`src/rtl/tw_eeprom_pkg.sv`:
```
package tw_eeprom_pkg;

  localparam int MEM_BITS = 1024;
  localparam int WORD_W   = 16;
  localparam int BYTE_W   = 8;
  localparam int WORDS    = MEM_BITS / WORD_W;
  localparam int WIDX_W   = $clog2(WORDS);
  localparam int BADDR_W  = WIDX_W + 1;
  localparam int HDR_W    = 2 + BADDR_W;

  typedef enum logic [1:0] {
    OP_SPECIAL = 2'b00,
    OP_WRITE   = 2'b01,
    OP_READ    = 2'b10,
    OP_ERASE   = 2'b11
  } op_e;

  typedef enum logic [1:0] {
    SUB_LOCK  = 2'b00,
    SUB_FILL  = 2'b01,
    SUB_CLEAR = 2'b10,
    SUB_OPEN  = 2'b11
  } sub_e;

  typedef enum logic [1:0] {
    PK_WRITE,
    PK_ERASE,
    PK_CLEAR,
    PK_FILL
  } prog_e;

  typedef struct packed {
    prog_e               kind;
    logic [BADDR_W-1:0]  addr;
    logic [WORD_W-1:0]   data;
    logic                org;
  } prog_req_t;

  // header length after the start bit: code plus address
  function automatic logic [4:0] hdr_bits(input logic org);
    return org ? 5'(2 + WIDX_W) : 5'(2 + BADDR_W);
  endfunction

  // bit position of the data MSB
  function automatic logic [3:0] msb_pos(input logic org);
    return org ? 4'(WORD_W - 1) : 4'(BYTE_W - 1);
  endfunction

  function automatic logic [WIDX_W-1:0] word_index(input logic org,
                                                   input logic [BADDR_W-1:0] a);
    return org ? a[WIDX_W-1:0] : a[BADDR_W-1:1];
  endfunction

  function automatic logic [BADDR_W-1:0] next_addr(input logic org,
                                                   input logic [BADDR_W-1:0] a);
    return org ? {1'b0, a[WIDX_W-1:0] + WIDX_W'(1)} : a + BADDR_W'(1);
  endfunction

endpackage

```
`src/rtl/tw_in_sync.sv`:
```
module tw_in_sync #(
  parameter int STAGES = 2,
  parameter int W      = 4
) (
  input  logic         clk,
  input  logic         rst_n,
  input  logic [W-1:0] d,
  output logic [W-1:0] q
);
  logic [STAGES-1:0][W-1:0] chain;

  generate
    if (STAGES == 1) begin : g_single
      always_ff @(posedge clk or negedge rst_n) begin
        if (!rst_n) chain <= '0;
        else        chain <= d;
      end
    end else begin : g_multi
      always_ff @(posedge clk or negedge rst_n) begin
        if (!rst_n) chain <= '0;
        else        chain <= {chain[STAGES-2:0], d};
      end
    end
  endgenerate

  assign q = chain[STAGES-1];
endmodule

```
`src/rtl/tw_frame_ctl.sv`:
```
module tw_frame_ctl
  import tw_eeprom_pkg::*;
(
  input  logic              clk,
  input  logic              rst_n,
  input  logic              cs_s,
  input  logic              sck_s,
  input  logic              di_s,
  input  logic              org_s,
  input  logic              busy,
  input  logic [WORD_W-1:0] rd_word,
  output logic [WIDX_W-1:0] rd_idx,
  output logic              cmd_go,
  output prog_req_t         cmd,
  output logic              do_o,
  output logic              do_oe_o,
  output logic              wr_en_o,
  output logic              in_read_o
);
  typedef enum logic [2:0] {S_IDLE, S_HDR, S_DATA, S_READ, S_DONE} st_e;

  st_e                st;
  logic               sck_d;
  logic [HDR_W-1:0]   hdr;
  logic [WORD_W-1:0]  dsh;
  logic [4:0]         cnt;
  logic [1:0]         op_q;
  logic [BADDR_W-1:0] addr_q;
  logic               org_q;
  logic               wren;
  logic               armed;
  logic               dout;
  logic [3:0]         opos;

  logic               sck_rise;
  logic [HDR_W-1:0]   hdr_n;
  logic [1:0]         op_n;
  logic [1:0]         sub_n;
  logic [BADDR_W-1:0] addr_n;
  logic               hdr_last;
  logic               data_last;
  logic [WORD_W-1:0]  data_n;
  logic [BYTE_W-1:0]  byte_sel;
  logic [WORD_W-1:0]  word_sel;
  logic [3:0]         bi;
  logic               go_req;
  prog_e              go_kind;

  assign sck_rise  = sck_s & ~sck_d;
  assign hdr_n     = {hdr[HDR_W-2:0], di_s};
  assign data_n    = {dsh[WORD_W-2:0], di_s};
  assign hdr_last  = (st == S_HDR)  && (cnt == hdr_bits(org_q) - 5'd1);
  assign data_last = (st == S_DATA) && (cnt[3:0] == msb_pos(org_q));

  always_comb begin
    op_n   = org_q ? hdr_n[HDR_W-2:HDR_W-3] : hdr_n[HDR_W-1:HDR_W-2];
    sub_n  = org_q ? hdr_n[WIDX_W-1:WIDX_W-2] : hdr_n[BADDR_W-1:BADDR_W-2];
    addr_n = org_q ? {1'b0, hdr_n[WIDX_W-1:0]} : hdr_n[BADDR_W-1:0];
  end

  // read data path: word from the array, byte picked by address bit 0
  assign rd_idx   = word_index(org_q, addr_q);
  assign byte_sel = addr_q[0] ? rd_word[WORD_W-1:BYTE_W] : rd_word[BYTE_W-1:0];
  assign word_sel = org_q ? rd_word : {{(WORD_W-BYTE_W){1'b0}}, byte_sel};
  assign bi       = msb_pos(org_q) - opos;

  // storing commands requested by the frame just completed
  always_comb begin
    go_req  = 1'b0;
    go_kind = PK_WRITE;
    if (cs_s && sck_rise) begin
      if (hdr_last) begin
        if (op_n == OP_ERASE) begin
          go_req  = 1'b1;
          go_kind = PK_ERASE;
        end else if (op_n == OP_SPECIAL && sub_n == SUB_CLEAR) begin
          go_req  = 1'b1;
          go_kind = PK_CLEAR;
        end
      end else if (data_last) begin
        go_req  = 1'b1;
        go_kind = (op_q == OP_WRITE) ? PK_WRITE : PK_FILL;
      end
    end
  end

  always_ff @(posedge clk or negedge rst_n) begin
    if (!rst_n) begin
      st     <= S_IDLE;
      sck_d  <= 1'b0;
      hdr    <= '0;
      dsh    <= '0;
      cnt    <= '0;
      op_q   <= '0;
      addr_q <= '0;
      org_q  <= 1'b0;
      wren   <= 1'b0;
      armed  <= 1'b0;
      dout   <= 1'b0;
      opos   <= '0;
      cmd_go <= 1'b0;
      cmd    <= '0;
    end else begin
      sck_d  <= sck_s;
      cmd_go <= 1'b0;
      if (go_req && wren) begin
        cmd_go <= 1'b1;
        cmd    <= '{kind: go_kind,
                    addr: (st == S_HDR) ? addr_n : addr_q,
                    data: data_n,
                    org:  org_q};
        armed  <= 1'b1;
      end
      if (!cs_s) begin
        st   <= S_IDLE;
        cnt  <= '0;
        opos <= '0;
        dout <= 1'b0;
      end else if (sck_rise) begin
        case (st)
          S_IDLE: begin
            if (di_s && !busy) begin
              st    <= S_HDR;
              cnt   <= '0;
              hdr   <= '0;
              dsh   <= '0;
              org_q <= org_s;
              armed <= 1'b0;
            end
          end
          S_HDR: begin
            hdr <= hdr_n;
            cnt <= cnt + 5'd1;
            if (hdr_last) begin
              addr_q <= addr_n;
              op_q   <= op_n;
              cnt    <= '0;
              st     <= S_DONE;
              if (op_n == OP_READ) begin
                st   <= S_READ;
                dout <= 1'b0;
                opos <= '0;
              end else if (op_n == OP_WRITE) begin
                st <= S_DATA;
              end else if (op_n == OP_SPECIAL) begin
                if (sub_n == SUB_OPEN) wren <= 1'b1;
                if (sub_n == SUB_LOCK) wren <= 1'b0;
                if (sub_n == SUB_FILL) st <= S_DATA;
              end
            end
          end
          S_DATA: begin
            dsh <= data_n;
            cnt <= cnt + 5'd1;
            if (data_last) st <= S_DONE;
          end
          S_READ: begin
            dout <= word_sel[bi];
            if (opos == msb_pos(org_q)) begin
              opos   <= '0;
              addr_q <= next_addr(org_q, addr_q);
            end else begin
              opos <= opos + 4'd1;
            end
          end
          default: ;
        endcase
      end
    end
  end

  assign in_read_o = (st == S_READ);
  assign wr_en_o   = wren;
  assign do_oe_o   = in_read_o || (st == S_IDLE && cs_s && armed);
  assign do_o      = in_read_o ? dout : (do_oe_o & ~busy);
endmodule

```
`src/rtl/tw_prog_engine.sv`:
```
module tw_prog_engine
  import tw_eeprom_pkg::*;
#(
  parameter int T_WRITE_CYC = 400,
  parameter int T_CLEAR_CYC = 600,
  parameter int T_FILL_CYC  = 1200
) (
  input  logic              clk,
  input  logic              rst_n,
  input  logic              go,
  input  prog_req_t         req,
  input  logic [WIDX_W-1:0] rd_idx,
  output logic [WORD_W-1:0] rd_word,
  output logic              busy_o,
  output logic              done_o
);
  localparam int TMAX0 = (T_WRITE_CYC > T_CLEAR_CYC) ? T_WRITE_CYC : T_CLEAR_CYC;
  localparam int TMAX  = (TMAX0 > T_FILL_CYC) ? TMAX0 : T_FILL_CYC;
  localparam int CW    = $clog2(TMAX + 1);

  logic [WORD_W-1:0] mem [WORDS];
  logic              busy;
  logic [CW-1:0]     tmr;
  prog_req_t         cur;
  logic [WIDX_W-1:0] widx;
  logic [WORD_W-1:0] fill;

  function automatic logic [CW-1:0] dur(input prog_e k);
    case (k)
      PK_CLEAR: return CW'(T_CLEAR_CYC - 1);
      PK_FILL:  return CW'(T_FILL_CYC - 1);
      default:  return CW'(T_WRITE_CYC - 1);
    endcase
  endfunction

  assign widx   = word_index(cur.org, cur.addr);
  assign fill   = cur.org ? cur.data : {2{cur.data[BYTE_W-1:0]}};
  assign done_o = busy && (tmr == '0);

  always_ff @(posedge clk or negedge rst_n) begin
    if (!rst_n) begin
      busy <= 1'b0;
      tmr  <= '0;
      cur  <= '0;
      for (int i = 0; i < WORDS; i++) mem[i] <= '1;
    end else if (go && !busy) begin
      cur  <= req;
      busy <= 1'b1;
      tmr  <= dur(req.kind);
      // fill: erase phase first
      if (req.kind == PK_FILL)
        for (int i = 0; i < WORDS; i++) mem[i] <= '1;
    end else if (busy) begin
      if (tmr != '0) begin
        tmr <= tmr - CW'(1);
      end else begin
        busy <= 1'b0;
        case (cur.kind)
          PK_WRITE: begin
            if (cur.org)          mem[widx] <= cur.data;
            else if (cur.addr[0]) mem[widx][WORD_W-1:BYTE_W] <= cur.data[BYTE_W-1:0];
            else                  mem[widx][BYTE_W-1:0] <= cur.data[BYTE_W-1:0];
          end
          PK_ERASE: begin
            if (cur.org)          mem[widx] <= '1;
            else if (cur.addr[0]) mem[widx][WORD_W-1:BYTE_W] <= '1;
            else                  mem[widx][BYTE_W-1:0] <= '1;
          end
          PK_CLEAR: for (int i = 0; i < WORDS; i++) mem[i] <= '1;
          default:  for (int i = 0; i < WORDS; i++) mem[i] <= fill;
        endcase
      end
    end
  end

  assign rd_word = mem[rd_idx];
  assign busy_o  = busy;
endmodule

```
`src/rtl/tw_eeprom_slave.sv`:
```
module tw_eeprom_slave
  import tw_eeprom_pkg::*;
#(
  parameter int SYNC_STAGES = 2,
  parameter int T_WRITE_CYC = 400,
  parameter int T_CLEAR_CYC = 600,
  parameter int T_FILL_CYC  = 1200
) (
  input  logic clk,
  input  logic rst_n,
  input  logic cs_i,
  input  logic sck_i,
  input  logic di_i,
  input  logic org_i,
  output logic do_o,
  output logic do_oe_o
);
  logic              cs_s, sck_s, di_s, org_s;
  logic              busy, prog_done, cmd_go, wr_en, in_read;
  prog_req_t         cmd;
  logic [WIDX_W-1:0] rd_idx;
  logic [WORD_W-1:0] rd_word;

  tw_in_sync #(.STAGES(SYNC_STAGES), .W(4)) u_sync (
    .clk   (clk),
    .rst_n (rst_n),
    .d     ({org_i, di_i, sck_i, cs_i}),
    .q     ({org_s, di_s, sck_s, cs_s})
  );

  tw_frame_ctl u_frame (
    .clk       (clk),
    .rst_n     (rst_n),
    .cs_s      (cs_s),
    .sck_s     (sck_s),
    .di_s      (di_s),
    .org_s     (org_s),
    .busy      (busy),
    .rd_word   (rd_word),
    .rd_idx    (rd_idx),
    .cmd_go    (cmd_go),
    .cmd       (cmd),
    .do_o      (do_o),
    .do_oe_o   (do_oe_o),
    .wr_en_o   (wr_en),
    .in_read_o (in_read)
  );

  tw_prog_engine #(
    .T_WRITE_CYC (T_WRITE_CYC),
    .T_CLEAR_CYC (T_CLEAR_CYC),
    .T_FILL_CYC  (T_FILL_CYC)
  ) u_prog (
    .clk     (clk),
    .rst_n   (rst_n),
    .go      (cmd_go),
    .req     (cmd),
    .rd_idx  (rd_idx),
    .rd_word (rd_word),
    .busy_o  (busy),
    .done_o  (prog_done)
  );
endmodule

```
`config.mk`:
```
export PLATFORM = sky130hd
export DESIGN_NAME = tw_eeprom_slave
export DESIGN_NICKNAME = d
export VERILOG_FILES = /design/src/rtl/tw_eeprom_pkg.sv /design/src/rtl/tw_in_sync.sv /design/src/rtl/tw_frame_ctl.sv /design/src/rtl/tw_prog_engine.sv /design/src/rtl/tw_eeprom_slave.sv
export SDC_FILE = /design/constraint.sdc
export NUM_CORES = 2
export LEC_CHECK = 0
export BUFFER_PORTS_ARGS = -buffer_cell sky130_fd_sc_hd__buf_2
export CAP_MARGIN = 20
export CORE_MARGIN = 2
export CORE_UTILIZATION = 25
export CTS_CLUSTER_DIAMETER = 60
export CTS_CLUSTER_SIZE = 28
export DETAILED_ROUTE_END_ITERATION = 10
export GPL_TIMING_DRIVEN = 0
export MAX_ROUTING_LAYER = met4
export PLACE_DENSITY = 0.4
export SETUP_SLACK_MARGIN = 0.5
export SYNTH_ARGS = -nofsm -noshare
export SYNTH_HDL_FRONTEND = slang
export SYNTH_SLANG_ARGS = --single-unit
```
`constraint.sdc`:
```
create_clock -name clk -period 5.3 [get_ports clk]
set_clock_uncertainty 0.1 [all_clocks]
set_input_delay 1.06 -clock clk [delete_from_list [all_inputs] [get_ports clk]]
set_output_delay 1.06 -clock clk [all_outputs]
set_load 0.005 [all_outputs]
```
==> reports/metrics.cfg <==
[worst_setup_path]
rr_endpoint = u_frame.dout$_DFFE_PN0P_
worst_ep_required_time_ns = 5.96
path_cells = buf_6 -> mux2_4 -> buf_12 -> buf_16 -> buf_12 -> buf_16 -> buf_6 -> buf_12 -> nand2_8 -> nand3_4 -> nand4_1 -> nand4_1 -> nand3_4 -> buf_12 -> nor2_1 -> o2111ai_1 -> o21ai_1 -> or4_4
slowest_cell_on_crit_path = sky130_fd_sc_hd__nand4_1
startpoint_type = register
timing.critical_path.slowest_cell_delay_ns = 0.64
criticalPathCategory = register to register
path_buf_inv = 8
worst-path-max-fanout = 10
crit_end = u_frame.dout$_DFFE_PN0P_
timing.reg2reg.worst_path_depth = 18
worstSetupPathDepth = 18
critPathLaunch = u_frame.org_q$_DFFE_PN0P_
r2r-start = u_frame.org_q$_DFFE_PN0P_
cp_common_cell = sky130_fd_sc_hd__buf_12
worst_path_dominant_cell_family = simple AND/OR/NAND/NOR gates
worst_ep_arrival_time_ns = 6.01
endpoint_kind = register
reg2reg_setup_slack_ns = -0.05

[yosys]
post_synth_and_or_nand_nor_area_fraction = 0.111
synthesis.instances = 7709
synth_ff_type = sky130_fd_sc_hd__dfstp_2
synth.distinct_cells = 84
yosysWarningCount = 0
synth.yosys.seq_area_share = 0.450
syn-mean-instance-area_um2 = 8.63
synth-seq-cells = 1146
post_synth_instance_area_um2 = 66500
synth_edf_count = 0
synth_async_sr_flop_share = 1.00
synth_top_family_by_area = compound AO/OA/AOI/OAI gates
synth_nets = 7726
synth_adder_area_share = 0.00207
synth_compound_gate_area_share = 0.350
mux_contribution_to_synthesized_area = 0.0325
synth_xor_area_frac = 0.000395

[timing]
timing.slew.headroom = 0.0539
max_freq_mhz = 187
rsz0062_at_grt = yes
final_max_slew_viol_count = 0
min_period_ns = 5.35
hold_viol_final = 0
worst_slew_pin_slew_ns = 1.41
report.final.setup_viol = 1
timing.final.ws_setup_ns = -0.0508
fin_crit_sh = 1.01

[cells_and_area]
postLayoutCellArea_um2 = 84900
post_layout_nonfiller_instances = 12058
fillers = 28020
final_layout_size_suffix_gt1_frac = 0.261
final_net_count = 8192
layout.core_utilization = 0.320
syn2layout_area_growth_pct = 27.6

[outcome]
failed_checks = negative setup slack
status = finished with violations

[global_route]
grt_max_degree = 144
overflow = 0
grt_first_pass_wirelength_um = 881000
grt.total_usage = 0.525
grt_antenna_before_repair = 172
first_global_vias = 73819

[die]
die_height_um = 520
full_die_area_um2 = 270000
io-pin-count = 8
fp.dieW_um = 520
core_region_area_um2 = 265000
start_util = 0.251
rows = 189

[placement]
dp.final_hpwl_um = 546000
dp_worst_setup_slack_ns = -2.29
port_buffers = 7
routabilityCongestion = 1.12
placed_cells_incl_taps = 11486
postPlaceCellArea_um2 = 75900

[power]
power_density_over_cell_area_nw_per_um2 = 267
ir_drop_v = 0.000344
overall_power_mw = 22.7
leakagePower_nw = 29.8

[route]
drtAntennaViolNets = 0
drtPass1Iterations = 6
postRouteWirelength_um = 710000
post_drt_via_cell_ratio = 6.77
avgRoutedWirePerCell_um = 58.9
drc = 0
detailroute.via_count = 81677
detailedRoute.firstIterationViolations = 14851

[cts]
clockBufferDepth = 4
clkTransAtPathRegs_ns = 0.07
cts_made_buffers = 174
number_of_sinks_handled_by_clock_tree_synthesis = 1146
cts-htree-levels = 4
tritoncts = done
clk_latency_ns = 0.97
cts_root_buffer = sky130_fd_sc_hd__clkbuf_16

[hold_path]
hold_class = primary input to register

[flow_run]
number_of_max_cap_violations = 0

-- worst reg2reg max path, cell delays in order, from the launching register on --
cell and delay, ns:
sky130_fd_sc_hd__dfrtp_1 0.38, sky130_fd_sc_hd__buf_6 0.16, sky130_fd_sc_hd__mux2_4 0.32, sky130_fd_sc_hd__buf_12 0.17, sky130_fd_sc_hd__buf_16 0.35, sky130_fd_sc_hd__buf_12 0.22
sky130_fd_sc_hd__buf_16 0.18, sky130_fd_sc_hd__buf_6 0.18, sky130_fd_sc_hd__buf_12 0.22, sky130_fd_sc_hd__nand2_8 0.19, sky130_fd_sc_hd__nand3_4 0.16, sky130_fd_sc_hd__nand4_1 0.52
sky130_fd_sc_hd__nand4_1 0.64, sky130_fd_sc_hd__nand3_4 0.24, sky130_fd_sc_hd__buf_12 0.19, sky130_fd_sc_hd__nor2_1 0.07, sky130_fd_sc_hd__o2111ai_1 0.22, sky130_fd_sc_hd__o21ai_1 0.13
sky130_fd_sc_hd__or4_4 0.58
-- synth_stat cells (6+ instances only) --
master / n / area share
sky130_fd_sc_hd__o21ai_0: 543 / 0.041
sky130_fd_sc_hd__nor3_1: 71 / 0.0053
sky130_fd_sc_hd__nand2_1: 964 / 0.054
sky130_fd_sc_hd__clkbuf_1: 709 / 0.040
sky130_fd_sc_hd__o22ai_1: 50 / 0.0047
sky130_fd_sc_hd__a21oi_1: 1929 / 0.15
sky130_fd_sc_hd__a32oi_1: 23 / 0.0030
sky130_fd_sc_hd__o211ai_1: 15 / 0.0017
sky130_fd_sc_hd__inv_1: 29 / 0.0016
sky130_fd_sc_hd__a21o_1: 7 / 0.00079
sky130_fd_sc_hd__mux2_2: 10 / 0.0017
sky130_fd_sc_hd__o22a_1: 887 / 0.12
sky130_fd_sc_hd__nor2_1: 342 / 0.019
sky130_fd_sc_hd__nand4_1: 28 / 0.0026
sky130_fd_sc_hd__o21ai_1: 7 / 0.00053
sky130_fd_sc_hd__ha_1: 11 / 0.0021
sky130_fd_sc_hd__nand2b_1: 28 / 0.0026
sky130_fd_sc_hd__buf_2: 99 / 0.0074
sky130_fd_sc_hd__mux2i_1: 64 / 0.0096
sky130_fd_sc_hd__nor2b_1: 21 / 0.0020
sky130_fd_sc_hd__o21a_1: 6 / 0.00068
sky130_fd_sc_hd__a211oi_1: 13 / 0.0015
sky130_fd_sc_hd__and2_1: 6 / 0.00056
sky130_fd_sc_hd__mux4_2: 55 / 0.019
sky130_fd_sc_hd__buf_1: 44 / 0.0025
sky130_fd_sc_hd__o2111ai_1: 19 / 0.0025
sky130_fd_sc_hd__a31oi_1: 87 / 0.0082
sky130_fd_sc_hd__a22o_1: 16 / 0.0021
sky130_fd_sc_hd__a311oi_1: 11 / 0.0014
sky130_fd_sc_hd__dfrtp_1: 122 / 0.046
sky130_fd_sc_hd__dfstp_2: 1024 / 0.40
sky130_fd_sc_hd__a22oi_1: 8 / 0.00090
sky130_fd_sc_hd__nand3_1: 209 / 0.016
sky130_fd_sc_hd__a21oi_2: 6 / 0.00079
sky130_fd_sc_hd__o32a_1: 8 / 0.0012
sky130_fd_sc_hd__and3_1: 38 / 0.0036
sky130_fd_sc_hd__nor4_1: 14 / 0.0013
sky130_fd_sc_hd__a2bb2oi_1: 40 / 0.0053
sky130_fd_sc_hd__o221ai_1: 46 / 0.0061
sky130_fd_sc_hd__or3_1: 6 / 0.00056
-- flip-flops by register name (all words and copies together), names as in the netlist --
name	cells
u_frame.st	3
u_sync.q	4
u_frame.dout	1
u_frame.cnt	5
u_frame.org_q	1
u_frame.dsh	15
u_frame.addr_q	7
u_frame.op_q	2
u_prog.mem	1024
u_frame.opos	4
u_frame.cmd_go	1
u_prog.tmr	11
u_sync.chain	4
u_prog.busy_o	1
u_prog.cur	26
u_frame.cmd	26
u_frame.hdr	8
u_frame.wr_en_o	1
u_frame.sck_d	1
u_frame.armed	1
-- logic make-up (layout without fill, tap and decap cells) --
| family | after synthesis | count (layout) |
|---|---|---|
| simple gates | 1752 | 1752 |
| other cells | 0 | 205 |
| fa+ha+maj | 11 | 11 |
| buf+inv | 896 | 1507 |
| flops | 1146 | 1146 |
| mux | 137 | 137 |
| xor+xnor | 3 | 3 |
| compound gates | 3764 | 3764 |
-- metrics by stage --
| stage | hold WS [ns] | setup TNS, ns |
|---|---|---|
| finish | 0.162 | -0.0508 |
| global route | 0.155 | 0 |
| CTS | 0.140 | 0 |
| detailed placement | 0.236 | -13.06 |
| global placement | 0.237 | - |
| floorplan | 0.231 | 0 |
-- cell type report --
type                       instances  area, µm²  share of cell area
multi-input combinational       5667      34300               0.405
buffer                           863       4460              0.0525
clock inverter                   121       1500              0.0177
antenna                          205        513             0.00604
inverter                          33        124             0.00146
timing repair buffer             290       4880              0.0575
sequential                      1146      30000               0.353
clock buffer                     200       4680              0.0551
tap                             3533       4420              0.0521
-- where the power goes --
part           internal (mW)  switching (mW)  total [mW]
clock network           7.62            5.53        13.1
registers               8.82          0.0383        8.86
logic                  0.170           0.498       0.668
total                   16.6            6.07        22.7
-- cells in the final DEF (no fill, tap or decap), types with 39 or more instances in the layout --
| cell type | Yosys | final |
|---|---|---|
| sky130_fd_sc_hd__buf_16 | 0 | 66 |
| sky130_fd_sc_hd__mux4_2 | 55 | 55 |
| sky130_fd_sc_hd__buf_8 | 1 | 71 |
| sky130_fd_sc_hd__clkbuf_2 | 0 | 108 |
| sky130_fd_sc_hd__dfrtp_1 | 122 | 122 |
| sky130_fd_sc_hd__buf_6 | 5 | 80 |
| sky130_fd_sc_hd__buf_4 | 4 | 79 |
| sky130_fd_sc_hd__o221ai_1 | 46 | 39 |
| sky130_fd_sc_hd__clkbuf_1 | 709 | 574 |
| sky130_fd_sc_hd__o21ai_0 | 543 | 538 |
| sky130_fd_sc_hd__nand2_1 | 964 | 943 |
| sky130_fd_sc_hd__o22a_1 | 887 | 887 |
| sky130_fd_sc_hd__mux2i_1 | 64 | 52 |
| sky130_fd_sc_hd__nor2_1 | 342 | 308 |
| sky130_fd_sc_hd__buf_12 | 1 | 81 |
| sky130_fd_sc_hd__buf_2 | 99 | 48 |
| sky130_fd_sc_hd__nand3_1 | 209 | 199 |
| sky130_fd_sc_hd__a31oi_1 | 87 | 70 |
| sky130_fd_sc_hd__clkbuf_16 | 0 | 180 |
| sky130_fd_sc_hd__a2bb2oi_1 | 40 | 39 |
| sky130_fd_sc_hd__nor3_1 | 71 | 56 |
| sky130_fd_sc_hd__dfstp_2 | 1024 | 1024 |
| sky130_fd_sc_hd__diode_2 | 0 | 205 |
| sky130_fd_sc_hd__o22ai_1 | 50 | 47 |
| sky130_fd_sc_hd__a21oi_1 | 1929 | 1923 |
-- routing by layer --
metal  vias to the layer above  track usage  wire length [µm]
met4                         0        0.451             76300
met2                      7330        0.670            271000
met1                     42497        0.624            268000
li1                      29855            -                 -
met5                         -            -                 0
met3                      1995        0.219             93700
-- worst min-delay path by stage --
stage                                 to  cells after the start                      start  slack [ns]
2_1_floorplan      u_sync.q[0]$_DFF_PN0_                      0  u_sync.chain[0]$_DFF_PN0_        0.23
3_3_place_gp       u_sync.q[2]$_DFF_PN0_                      0  u_sync.chain[2]$_DFF_PN0_        0.24
3_5_place_dp       u_sync.q[0]$_DFF_PN0_                      0  u_sync.chain[0]$_DFF_PN0_        0.24
4_1_cts        u_sync.chain[2]$_DFF_PN0_                      1                       di_i        0.14
5_1_grt        u_sync.chain[2]$_DFF_PN0_                      1                       di_i        0.16
6_report       u_sync.chain[2]$_DFF_PN0_                      1                       di_i        0.16
-- timing repair --
action,in CTS,in global routing
pin swaps,26,19
setup buffers,27,10
gates resized for setup,366,68
setup endpoints to repair,763,303
hold buffers,1,0
hold endpoints to repair,25,0
No activity file was read; power rests on OpenSTA's default activity.
